$ cat src/rtl/negrail_pkg.sv
package negrail_pkg;

    typedef enum logic [1:0] {
        ST_OFF     = 2'd0,
        ST_INIT    = 2'd1,
        ST_IDLE    = 2'd2,
        ST_COLLECT = 2'd3
    } prog_state_e;

    function automatic int larger(input int a, input int b);
        return (a > b) ? a : b;
    endfunction

endpackage

$ cat src/rtl/negrail_sync.sv
module negrail_sync #(
    parameter int STAGES = 2
) (
    input  logic clk,
    input  logic rst_n,
    input  logic d_i,
    output logic q_o
);
    logic [STAGES-1:0] sr_q;

    always_ff @(posedge clk or negedge rst_n) begin
        if (!rst_n) begin
            sr_q <= '0;
        end else begin
            sr_q <= {sr_q[STAGES-2:0], d_i};
        end
    end

    assign q_o = sr_q[STAGES-1];

    // the decoder sees the input only after the full flop chain
    a_r2_sync_chain: assert property (@(posedge clk) disable iff (!rst_n)
        q_o == $past(sr_q[STAGES-2]));

endmodule

$ cat src/rtl/negrail_runlen.sv
module negrail_runlen #(
    parameter int RUN_W = 8
) (
    input  logic             clk,
    input  logic             rst_n,
    input  logic             line_i,
    output logic             lvl_o,
    output logic [RUN_W-1:0] run_o,
    output logic             rise_o,
    output logic             fall_o
);
    logic             lvl_q;
    logic [RUN_W-1:0] run_q;

    // run_q counts the samples the line has held lvl_q, saturating;
    // reset to saturated low so the first rise after reset may wake
    always_ff @(posedge clk or negedge rst_n) begin
        if (!rst_n) begin
            lvl_q <= 1'b0;
            run_q <= '1;
        end else begin
            lvl_q <= line_i;
            if (line_i != lvl_q) begin
                run_q <= RUN_W'(1);
            end else if (run_q != '1) begin
                run_q <= run_q + RUN_W'(1);
            end
        end
    end

    assign lvl_o  = lvl_q;
    assign run_o  = run_q;
    assign rise_o = line_i & ~lvl_q;
    assign fall_o = ~line_i & lvl_q;

    // each level change restarts the width measurement
    a_r5_run_restart: assert property (@(posedge clk) disable iff (!rst_n)
        (rise_o || fall_o) |=> (run_q == RUN_W'(1)));

endmodule

$ cat src/rtl/negrail_tally.sv
module negrail_tally #(
    parameter int CODE_W   = 6,
    parameter int CODE_MAX = 41
) (
    input  logic              clk,
    input  logic              rst_n,
    input  logic              clr_i,
    input  logic              inc_i,
    output logic [CODE_W-1:0] cnt_o
);
    localparam logic [CODE_W-1:0] CAP = CODE_W'(CODE_MAX);

    logic [CODE_W-1:0] cnt_q;

    always_ff @(posedge clk or negedge rst_n) begin
        if (!rst_n) begin
            cnt_q <= '0;
        end else if (clr_i) begin
            cnt_q <= '0;
        end else if (inc_i && (cnt_q != CAP)) begin
            cnt_q <= cnt_q + CODE_W'(1);
        end
    end

    assign cnt_o = cnt_q;

    // the pending count never passes the top code
    a_r8_tally_cap: assert property (@(posedge clk) disable iff (!rst_n)
        cnt_q <= CAP);

endmodule

$ cat src/rtl/negrail_pulse_prog.sv
module negrail_pulse_prog #(
    parameter int SYNC_STAGES = 2,
    parameter int CODE_W      = 6,
    parameter int CODE_MAX    = 41,
    parameter int INIT_CYC    = 3500,
    parameter int PW_MIN_CYC  = 20,
    parameter int PW_MAX_CYC  = 250,
    parameter int STORE_CYC   = 550,
    parameter int SDN_CYC     = 550,
    parameter int OFF_CYC     = 2000
) (
    input  logic              clk,
    input  logic              rst_n,
    input  logic              ctl_in,
    output logic              en_o,
    output logic [CODE_W-1:0] code_o,
    output logic              code_vld_o
);
    import negrail_pkg::*;

    localparam int RUN_LIMIT = larger(larger(OFF_CYC, SDN_CYC), larger(STORE_CYC, PW_MAX_CYC));
    localparam int RUN_W     = $clog2(RUN_LIMIT + 1);
    localparam int TCNT_W    = $clog2(INIT_CYC + 1);

    localparam logic [RUN_W-1:0]  PMIN_L    = RUN_W'(PW_MIN_CYC);
    localparam logic [RUN_W-1:0]  PMAX_L    = RUN_W'(PW_MAX_CYC);
    localparam logic [RUN_W-1:0]  STORE_L   = RUN_W'(STORE_CYC);
    localparam logic [RUN_W-1:0]  SDN_L     = RUN_W'(SDN_CYC);
    localparam logic [RUN_W-1:0]  OFF_L     = RUN_W'(OFF_CYC);
    localparam logic [TCNT_W-1:0] INIT_LAST = TCNT_W'(INIT_CYC - 1);

    // line conditioning and width measurement
    logic             line_s;
    logic             lvl_q;
    logic [RUN_W-1:0] run_q;
    logic             rise;
    logic             fall;

    negrail_sync #(.STAGES(SYNC_STAGES)) u_sync (
        .clk   (clk),
        .rst_n (rst_n),
        .d_i   (ctl_in),
        .q_o   (line_s)
    );

    negrail_runlen #(.RUN_W(RUN_W)) u_runlen (
        .clk    (clk),
        .rst_n  (rst_n),
        .line_i (line_s),
        .lvl_o  (lvl_q),
        .run_o  (run_q),
        .rise_o (rise),
        .fall_o (fall)
    );

    // edge tally
    logic              tally_clr;
    logic              tally_inc;
    logic [CODE_W-1:0] tally_cnt;

    negrail_tally #(.CODE_W(CODE_W), .CODE_MAX(CODE_MAX)) u_tally (
        .clk   (clk),
        .rst_n (rst_n),
        .clr_i (tally_clr),
        .inc_i (tally_inc),
        .cnt_o (tally_cnt)
    );

    // control state
    prog_state_e       state_q, state_d;
    logic [TCNT_W-1:0] tcnt_q;
    logic              hi_ok_q;
    logic [CODE_W-1:0] code_q;
    logic              vld_q;

    logic low_long, pulse_ok, store_due, init_done;
    logic ev_wake, ev_commit;

    always_comb begin
        low_long  = !lvl_q && (run_q >= SDN_L);
        pulse_ok  = rise && hi_ok_q && (run_q >= PMIN_L) && (run_q <= PMAX_L);
        store_due = lvl_q && (run_q >= STORE_L);
        init_done = (tcnt_q == INIT_LAST);

        state_d   = state_q;
        ev_wake   = 1'b0;
        ev_commit = 1'b0;
        tally_inc = 1'b0;

        unique case (state_q)
            ST_OFF: begin
                if (rise && (run_q >= OFF_L)) begin
                    state_d = ST_INIT;
                    ev_wake = 1'b1;
                end
            end
            ST_INIT: begin
                if (low_long) begin
                    state_d = ST_OFF;
                end else if (init_done) begin
                    state_d = ST_IDLE;
                end
            end
            ST_IDLE: begin
                if (low_long) begin
                    state_d = ST_OFF;
                end else if (pulse_ok) begin
                    state_d   = ST_COLLECT;
                    tally_inc = 1'b1;
                end
            end
            ST_COLLECT: begin
                if (low_long) begin
                    state_d = ST_OFF;
                end else begin
                    tally_inc = pulse_ok;
                    if (store_due) begin
                        state_d   = ST_IDLE;
                        ev_commit = 1'b1;
                    end
                end
            end
            default: state_d = ST_OFF;
        endcase

        tally_clr = ev_wake || ev_commit;
    end

    // state register
    always_ff @(posedge clk or negedge rst_n) begin
        if (!rst_n) begin
            state_q <= ST_OFF;
        end else begin
            state_q <= state_d;
        end
    end

    // init window timer and previous-high qualifier
    always_ff @(posedge clk or negedge rst_n) begin
        if (!rst_n) begin
            tcnt_q  <= '0;
            hi_ok_q <= 1'b0;
        end else begin
            if (ev_wake) begin
                tcnt_q <= '0;
            end else if ((state_q == ST_INIT) && !init_done) begin
                tcnt_q <= tcnt_q + TCNT_W'(1);
            end
            if (ev_wake) begin
                hi_ok_q <= 1'b1;
            end else if (fall) begin
                hi_ok_q <= (run_q >= PMIN_L);
            end
        end
    end

    // outputs
    always_ff @(posedge clk or negedge rst_n) begin
        if (!rst_n) begin
            code_q <= '0;
            vld_q  <= 1'b0;
        end else begin
            vld_q <= ev_wake || ev_commit;
            if (ev_wake) begin
                code_q <= '0;
            end else if (ev_commit) begin
                code_q <= tally_cnt;
            end
        end
    end

    assign en_o       = (state_q != ST_OFF);
    assign code_o     = code_q;
    assign code_vld_o = vld_q;

    // strobe is a single cycle
    a_r9_strobe_single: assert property (@(posedge clk) disable iff (!rst_n)
        code_vld_o |=> !code_vld_o);

    // the code moves only together with the strobe
    a_r9_code_hold: assert property (@(posedge clk) disable iff (!rst_n)
        (code_o != $past(code_o)) |-> code_vld_o);

    // committed code stays within range
    a_r8_code_cap: assert property (@(posedge clk) disable iff (!rst_n)
        code_o <= CODE_W'(CODE_MAX));

    // waking loads the default code with a strobe
    a_r2_wake_default: assert property (@(posedge clk) disable iff (!rst_n)
        $rose(en_o) |-> (code_vld_o && (code_o == '0)));

    // disabling follows only a long low
    a_r10_sleep_cause: assert property (@(posedge clk) disable iff (!rst_n)
        $fell(en_o) |-> $past(!lvl_q && (run_q >= SDN_L)));

    // nothing is tallied during the init window
    a_r4_no_count_init: assert property (@(posedge clk) disable iff (!rst_n)
        (state_q == ST_INIT) |=> (tally_cnt == '0));

endmodule

$ cat config.mk
export PLATFORM = sky130hd
export DESIGN_NAME = negrail_pulse_prog
export DESIGN_NICKNAME = d
export VERILOG_FILES = /design/src/rtl/negrail_pkg.sv /design/src/rtl/negrail_sync.sv /design/src/rtl/negrail_runlen.sv /design/src/rtl/negrail_tally.sv /design/src/rtl/negrail_pulse_prog.sv
export SDC_FILE = /design/constraint.sdc
export NUM_CORES = 1
export LEC_CHECK = 0
export BUFFER_PORTS_ARGS = -buffer_cell sky130_fd_sc_hd__buf_2
export CAP_MARGIN = 20
export CORE_MARGIN = 1
export CORE_UTILIZATION = 35
export DETAILED_ROUTE_END_ITERATION = 16
export PLACE_DENSITY = 0.61
export SETUP_SLACK_MARGIN = 0.5
export SLEW_MARGIN = 20
export SYNTH_ARGS = -nofsm -noshare
export SYNTH_HDL_FRONTEND = slang
export SYNTH_HIERARCHICAL = 1
export SYNTH_SLANG_ARGS = --single-unit
$ cat constraint.sdc
create_clock -name clk -period 2.06 [get_ports clk]
set_input_delay 0.103 -clock clk [delete_from_list [all_inputs] [get_ports clk]]
set_output_delay 0.103 -clock clk [all_outputs]
set_load 0.03 [all_outputs]
==> flow_summary.json, run 1 <==
{
  "result_of_the_run": "complete, no violations",
  "num_vias": 2004,
  "synth_top_area_frac": 0.334,
  "dpl_cell_area_sq_mm": 0.00253,
  "initial_antenna_violation_count": 0,
  "min_from": "u_sync/sr_q[0]",
  "post_route_cells_drive_above_1_share": 0.427,
  "critical_path.startpoint_type": "flop",
  "grt_use_total": 0.162,
  "worst_stage_delay_on_the_critical_path_ns": 0.51,
  "layout_setup_ws_ns": 0.0781,
  "dominant_cell_type_by_area_after_synthesis": "sky130_fd_sc_hd__dfrtp_1",
  "insertion_delay_ns": 0.28,
  "global_route.overflow_total": 0,
  "worst_hold_path.endpoint": "u_sync/sr_q[1]",
  "timing.reg2reg.worst_path_depth": 6,
  "cts-buffers-inserted": 5,
  "syn_avg_cell_area_sq_um": 9.89,
  "floorplan.die.height_um": 83.5,
  "grt_start_max_net_pins": 38,
  "endpoint_kind": "flop",
  "synth.cells.most_frequent": "sky130_fd_sc_hd__dfrtp_1 (31), sky130_fd_sc_hd__nand2_1 (18), sky130_fd_sc_hd__nor2_1 (17)",
  "drtAntennaViolNets": 0,
  "remaining_drc_errors": 0,
  "cts_buffer_depth": 2,
  "critical_path_class": "flop to flop",
  "areaGrowthSynthToFinish_pct": 39.1,
  "clk_pin_slew_ns": 0.08,
  "ctsRootBufferMaster": "sky130_fd_sc_hd__clkbuf_8",
  "async_flop_share": 1.00,
  "synth-seq-cells": 42,
  "max_freq_mhz": 505,
  "clock_tree.htree_level_count": 2,
  "clock-skew-final_ns": 0.00570,
  "stdcell_area_sq_mm": 0.00323,
  "average_wire_per_cell_in_the_routed_design_um": 15.1,
  "regToRegSetupSlack_ns": 0.08,
  "fin_worst_hold_slack_ns": 0.352,
  "port_buffers": 10,
  "cap_viol_max_count": 0,
  "pre_cts_ws_ns": 0.0189,
  "grt_setup_unrepaired": "yes",
  "synthesis.yosys.warnings": 6,
  "postSynthNetCount": 244,
  "final-setup-viol-count": 0,
  "ir_worst_vdd_v": 0.000450,
  "crit_arrival_ns": 2.21,
  "via_count_of_the_first_global_routing_pass": 1932,
  "die_x_um": 83.5,
  "start_util": 0.364,
  "dp.final_hpwl_um": 3200,
  "synthMostInstantiatedCell": "sky130_fd_sc_hd__dfrtp_1",
  "sequential_element_share_of_the_synthesized_area": 0.458,
  "hold_path_class": "flop to flop",
  "wl_um": 5480,
  "pin_count": 11,
  "syn_area_sq_mm": 0.00232,
  "holdPathStages": 0,
  "clock-sinks": 42,
  "dominantRegCellSynth": "sky130_fd_sc_hd__dfrtp_1",
  "power_per_cell_area_mw_per_mm2": 499,
  "synth_enable_flop_cells": 0,
  "slowest_stage": "sky130_fd_sc_hd__or4b_1",
  "r2r_end": "u_tally/cnt_o[0]",
  "gate_family_responsible_for_the_most_delay_along_the_worst_path": "simple AND/OR/NAND/NOR gates",
  "leakage_nw": 1.31,
  "synthesized_netlist_cell_count": 235,
  "floorplan.die_area_sq_mm": 0.00697,
  "path_cells": "o31a_1, a311o_1, and2_4, or2_4, or4b_1, nand3_1",
  "core_region_area_sq_mm": 0.00639,
  "nNetsFinal": 294,
  "synth_top_cells_by_area": "sky130_fd_sc_hd__dfrtp_1 (33%), sky130_fd_sc_hd__dfstp_2 (12%), sky130_fd_sc_hd__ha_1 (3.2%)",
  "routabilityCongestion": 0.817,
  "grt_first_pass_wirelength_um": 9220,
  "critical_path_peak_fanout": 2,
  "floorplan.rows": 29,
  "detailedRoute.firstPassIterationCount": 4,
  "detail_route.iter0.violations": 136,
  "slew_headroom": 0.439,
  "synth.lib_cells_used.distinct": 54,
  "final_min_period_over_clock_period": 0.962,
  "worstPathBufferInverterCount": 0,
  "final-max-slew-violation-count": 0,
  "hold_viol_final": 0,
  "finalWorstPathRequiredPeriod_ns": 1.98,
  "average_via_count_per_standard_cell": 5.52,
  "least_margin_pin_slew_ns": 0.841,
  "design_power_total_w": 0.00161,
  "critical_path.reg2reg.startpoint": "u_runlen/run_o[6]",
  "cts_tree": "yes",
  "required_ns": 2.29,
  "finish.utilization": 0.506,
  "insertedDiodeCount": 0
}
==> per-stage QoR <==
| step | instances | setup TNS (ns) |
|---|---|---|
| after global placement | 326 | 0 |
| after global routing | 363 | 0 |
| after CTS | 357 | 0 |
| final | 363 | 0 |
| after detailed placement | 326 | 0 |
| after floorplan | 235 | -0.101 |
==> sequential cells by signal, indices dropped and copies added, names as in the netlist <==
signal / count
u_tally/cnt_o: 6
hi_ok_q: 1
u_runlen/run_o: 11
u_runlen/lvl_o: 1
tcnt_q: 12
state_q: 2
u_sync/sr_q: 2
code_vld_o: 1
code_o: 6
==> worst max-delay path by stage <==
stage	startpoint	end	slack (ns)	depth (start not counted)
floorplan	u_runlen/run_o[8]	u_tally/cnt_o[0]	-0.10	7
global placement	u_runlen/run_o[7]	u_tally/cnt_o[0]	0.07	6
detailed placement	u_runlen/run_o[7]	u_tally/cnt_o[0]	0.02	6
CTS	u_runlen/run_o[6]	u_tally/cnt_o[0]	0.07	6
global route	u_runlen/lvl_o	u_tally/cnt_o[0]	0.005	9
finish	u_runlen/run_o[6]	u_tally/cnt_o[0]	0.08	6
==> metal layers <==
metal / vias up / track usage / part of all wire
li1: 964 / - / -
met1: 1002 / 0.217 / 0.45
met2: 32 / 0.275 / 0.51
met3: 6 / 0.0297 / 0.026
met4: 0 / 0.0324 / 0.014
met5: - / 0 / 0
==> worst register-to-register path, stage by stage (launching register included) <==
cell	delay, ns
sky130_fd_sc_hd__dfstp_2	0.37
sky130_fd_sc_hd__o31a_1	0.29
sky130_fd_sc_hd__a311o_1	0.30
sky130_fd_sc_hd__and2_4	0.15
sky130_fd_sc_hd__or2_4	0.22
sky130_fd_sc_hd__or4b_1	0.51
sky130_fd_sc_hd__nand3_1	0.08
==> cell type report <==
class | count | area [sq um]
clock buffers | 8 | 90.1
fillers | 565 | 3150
inverters | 8 | 30.0
multi-input cells | 177 | 1510
flip-flops and latches | 42 | 1060
well taps | 77 | 96.3
repair buffers | 51 | 437
==> logic make-up (layout without fill, tap and decap cells) <==
group,count (synthesis),in the layout,share of synthesized area
DFF,42,42,0.458
adders and majority gates,6,6,0.0323
and+or+nand+nor,108,108,0.276
muxes,6,6,0.0264
AOI/OAI and AO/OA,46,46,0.131
xor gates and xnor gates,11,11,0.0415
buffers and inverters,16,67,0.0345
==> cells in the final DEF (no fill, tap or decap), drive strengths merged, types with 4 or more instances in the layout <==
| cell | count |
|---|---|
| nor3 | 9 |
| nor2 | 17 |
| nor4 | 5 |
| buf | 49 |
| a21oi | 9 |
| xor2 | 4 |
| nand3 | 16 |
| a31oi | 6 |
| clkbuf | 8 |
| inv | 8 |
| dfstp | 11 |
| nand2b | 11 |
| o21ai | 13 |
| a211oi | 4 |
| nand2 | 18 |
| ha | 6 |
| nand4 | 8 |
| xnor2 | 7 |
| mux2i | 5 |
| dfrtp | 31 |
==> power breakdown <==
group          internal, W  total [W]  switching [W]
Sequential        0.000853   0.000871      0.0000178
Combinational    0.0000971   0.000200       0.000103
Clock             0.000274   0.000544       0.000270
Total              0.00122    0.00161       0.000390
==> what timing repair did <==
item | 4_1_cts | 5_1_grt
gates cloned | 0 | 0
resized for setup | 24 | 59
endpoints found under the hold margin | 32 | 0
pin swaps | 17 | 19
setup buffers | 21 | 6
setup endpoints to repair | 30 | 36
hold buffers | 2 | 0
Power figures use the tool's default switching activity.
==> run 2: changes to the inputs <==
- CELL_PAD_IN_SITES_DETAIL_PLACEMENT: default -> 1
- CELL_PAD_IN_SITES_GLOBAL_PLACEMENT: default -> 2
- GPL_ROUTABILITY_DRIVEN: default -> 1
- PLACE_DENSITY: 0.61 -> 0.83
- SLEW_MARGIN: 20 -> default
==> run 2 against run 1 <==
Flip-flop and latch count unchanged. Worst setup slack worse by 0.0052 ns. Wire length up 23%. Sequential power about the same. Non-clock buffer count down 2.
==> flow_summary.json, run 2 (synthesis results as in run 1) <==
{
  "remaining_drc_errors": 0,
  "clock_tree.htree_level_count": 2,
  "place.detailed.instances": 328,
  "largest-register": "tcnt_q",
  "post_layout_nonfiller_instances": 361,
  "hold_path_class": "flop to flop",
  "cts_buffer_depth": 2,
  "average_via_count_per_standard_cell": 5.60,
  "ir_worst_vdd_v": 0.000478,
  "average_wire_per_cell_in_the_routed_design_um": 18.7,
  "stdcell_area_sq_mm": 0.00318,
  "drtAntennaViolNets": 0,
  "final-max-slew-violation-count": 0,
  "floorplan.die.height_um": 83.5,
  "layout_setup_ws_ns": 0.0729,
  "result_of_the_run": "complete, no violations",
  "dpl_cell_area_sq_mm": 0.00255,
  "pre_cts_ws_ns": 0.0275,
  "dp.final_hpwl_um": 3900,
  "via_count_of_the_first_global_routing_pass": 2080,
  "global_route.overflow_total": 0,
  "port_buffers": 10,
  "least_margin_pin_slew_ns": 0.841,
  "critical_path.startpoint_type": "flop",
  "routabilityCongestion": 0.832,
  "cts-buffers-inserted": 5,
  "grt_first_pass_wirelength_um": 10500,
  "finalWorstPathRequiredPeriod_ns": 1.99,
  "clock-sinks": 42,
  "detailedRoute.firstPassIterationCount": 4,
  "floorplan.die_area_sq_mm": 0.00697,
  "critical_path_class": "flop to flop",
  "pin_count": 11,
  "grt_use_total": 0.191,
  "die_x_um": 83.5,
  "insertion_delay_ns": 0.29,
  "required_ns": 2.29,
  "nNetsFinal": 292,
  "power_per_cell_area_mw_per_mm2": 530,
  "clock-skew-final_ns": 0.00881,
  "num_vias": 2022,
  "cap_viol_max_count": 0,
  "final_min_period_over_clock_period": 0.965,
  "final-setup-viol-count": 0,
  "crit_arrival_ns": 2.22,
  "detail_route.iter0.violations": 40,
  "layout.cells.most_common": "sky130_fd_sc_hd__dfrtp_1",
  "leakage_nw": 1.32,
  "clk_pin_slew_ns": 0.08,
  "post_route_cells_drive_above_1_share": 0.415,
  "largest_register_ff_count": 12,
  "core_region_area_sq_mm": 0.00639,
  "slew_headroom": 0.439,
  "cts_tree": "yes",
  "insertedDiodeCount": 0,
  "grt_setup_unrepaired": "yes",
  "grt_start_max_net_pins": 36,
  "ctsRootBufferMaster": "sky130_fd_sc_hd__clkbuf_8",
  "hold_viol_final": 0,
  "initial_antenna_violation_count": 0,
  "start_util": 0.364,
  "endpoint_kind": "flop",
  "max_freq_mhz": 503,
  "layout_common_cells": "sky130_fd_sc_hd__dfrtp_1 (31), sky130_fd_sc_hd__buf_4 (26), sky130_fd_sc_hd__nand2_1 (17)",
  "critical_path_peak_fanout": 2,
  "floorplan.rows": 29,
  "wl_um": 6740,
  "areaGrowthSynthToFinish_pct": 37.0
}
run 2: cell type report:
type | count | area [sq um]
fillers | 698 | 3200
multi-input cells | 177 | 1490
flip-flops and latches | 42 | 1060
repair buffers | 49 | 398
well taps | 77 | 96.3
clock buffers | 5 | 68.8
clock inverters | 3 | 40.0
inverters | 8 | 30.0
run 2: through the flow:
step                setup TNS, ns  power (W)   util  hold WS, ns
floorplan                  -0.101   0.000941      -       -0.193
global placement                0    0.00100  0.399        0.212
detailed placement              0    0.00101  0.399        0.213
CTS                             0    0.00168  0.465        0.365
global route             -0.00335    0.00175  0.498        0.386
finish                          0    0.00169  0.498        0.363
run 2: worst paths after layout:
kind,end,start,slack [ns],cells after the start
min reg2reg,u_sync/sr_q[1],u_sync/sr_q[0],0.36,0
max,u_tally/cnt_o[0],u_runlen/run_o[1],0.07,6
min,u_sync/sr_q[1],u_sync/sr_q[0],0.36,0
max reg2reg,u_tally/cnt_o[0],u_runlen/run_o[1],0.07,6
max in group asynchronous,u_runlen/run_o[6],rst_n,0.90,3
min in group asynchronous,tcnt_q[4],rst_n,0.45,2
run 2: metal layers:
layer,vias up,global-route usage,part of all wire
met2,21,0.335,0.54
met1,1036,0.250,0.44
met5,-,0,0
li1,960,-,-
met3,5,0.0267,0.015
met4,0,0.0478,0.0068
run 2: where the power goes:
part,internal [W],switching (W),total (W)
registers,0.000853,0.0000160,0.000869
clock network,0.000357,0.000292,0.000649
logic,0.0000693,0.0000987,0.000168
total,0.00128,0.000406,0.00169
run 2: worst max-delay path, cell delays in order (launching register included):
cell,delay (ns)
sky130_fd_sc_hd__dfstp_2,0.37
sky130_fd_sc_hd__a211o_1,0.29
sky130_fd_sc_hd__a311o_1,0.30
sky130_fd_sc_hd__and2_4,0.15
sky130_fd_sc_hd__or2_4,0.24
sky130_fd_sc_hd__or4b_1,0.50
sky130_fd_sc_hd__nand3_1,0.08
run 2: what timing repair did:
action | CTS | global route
hold endpoints to repair | 32 | 0
pin swaps | 15 | 8
buffers inserted | 14 | 8
gates cloned | 1 | 0
setup endpoints to repair | 34 | 33
hold buffers | 2 | 0
gates resized for setup | 43 | 31
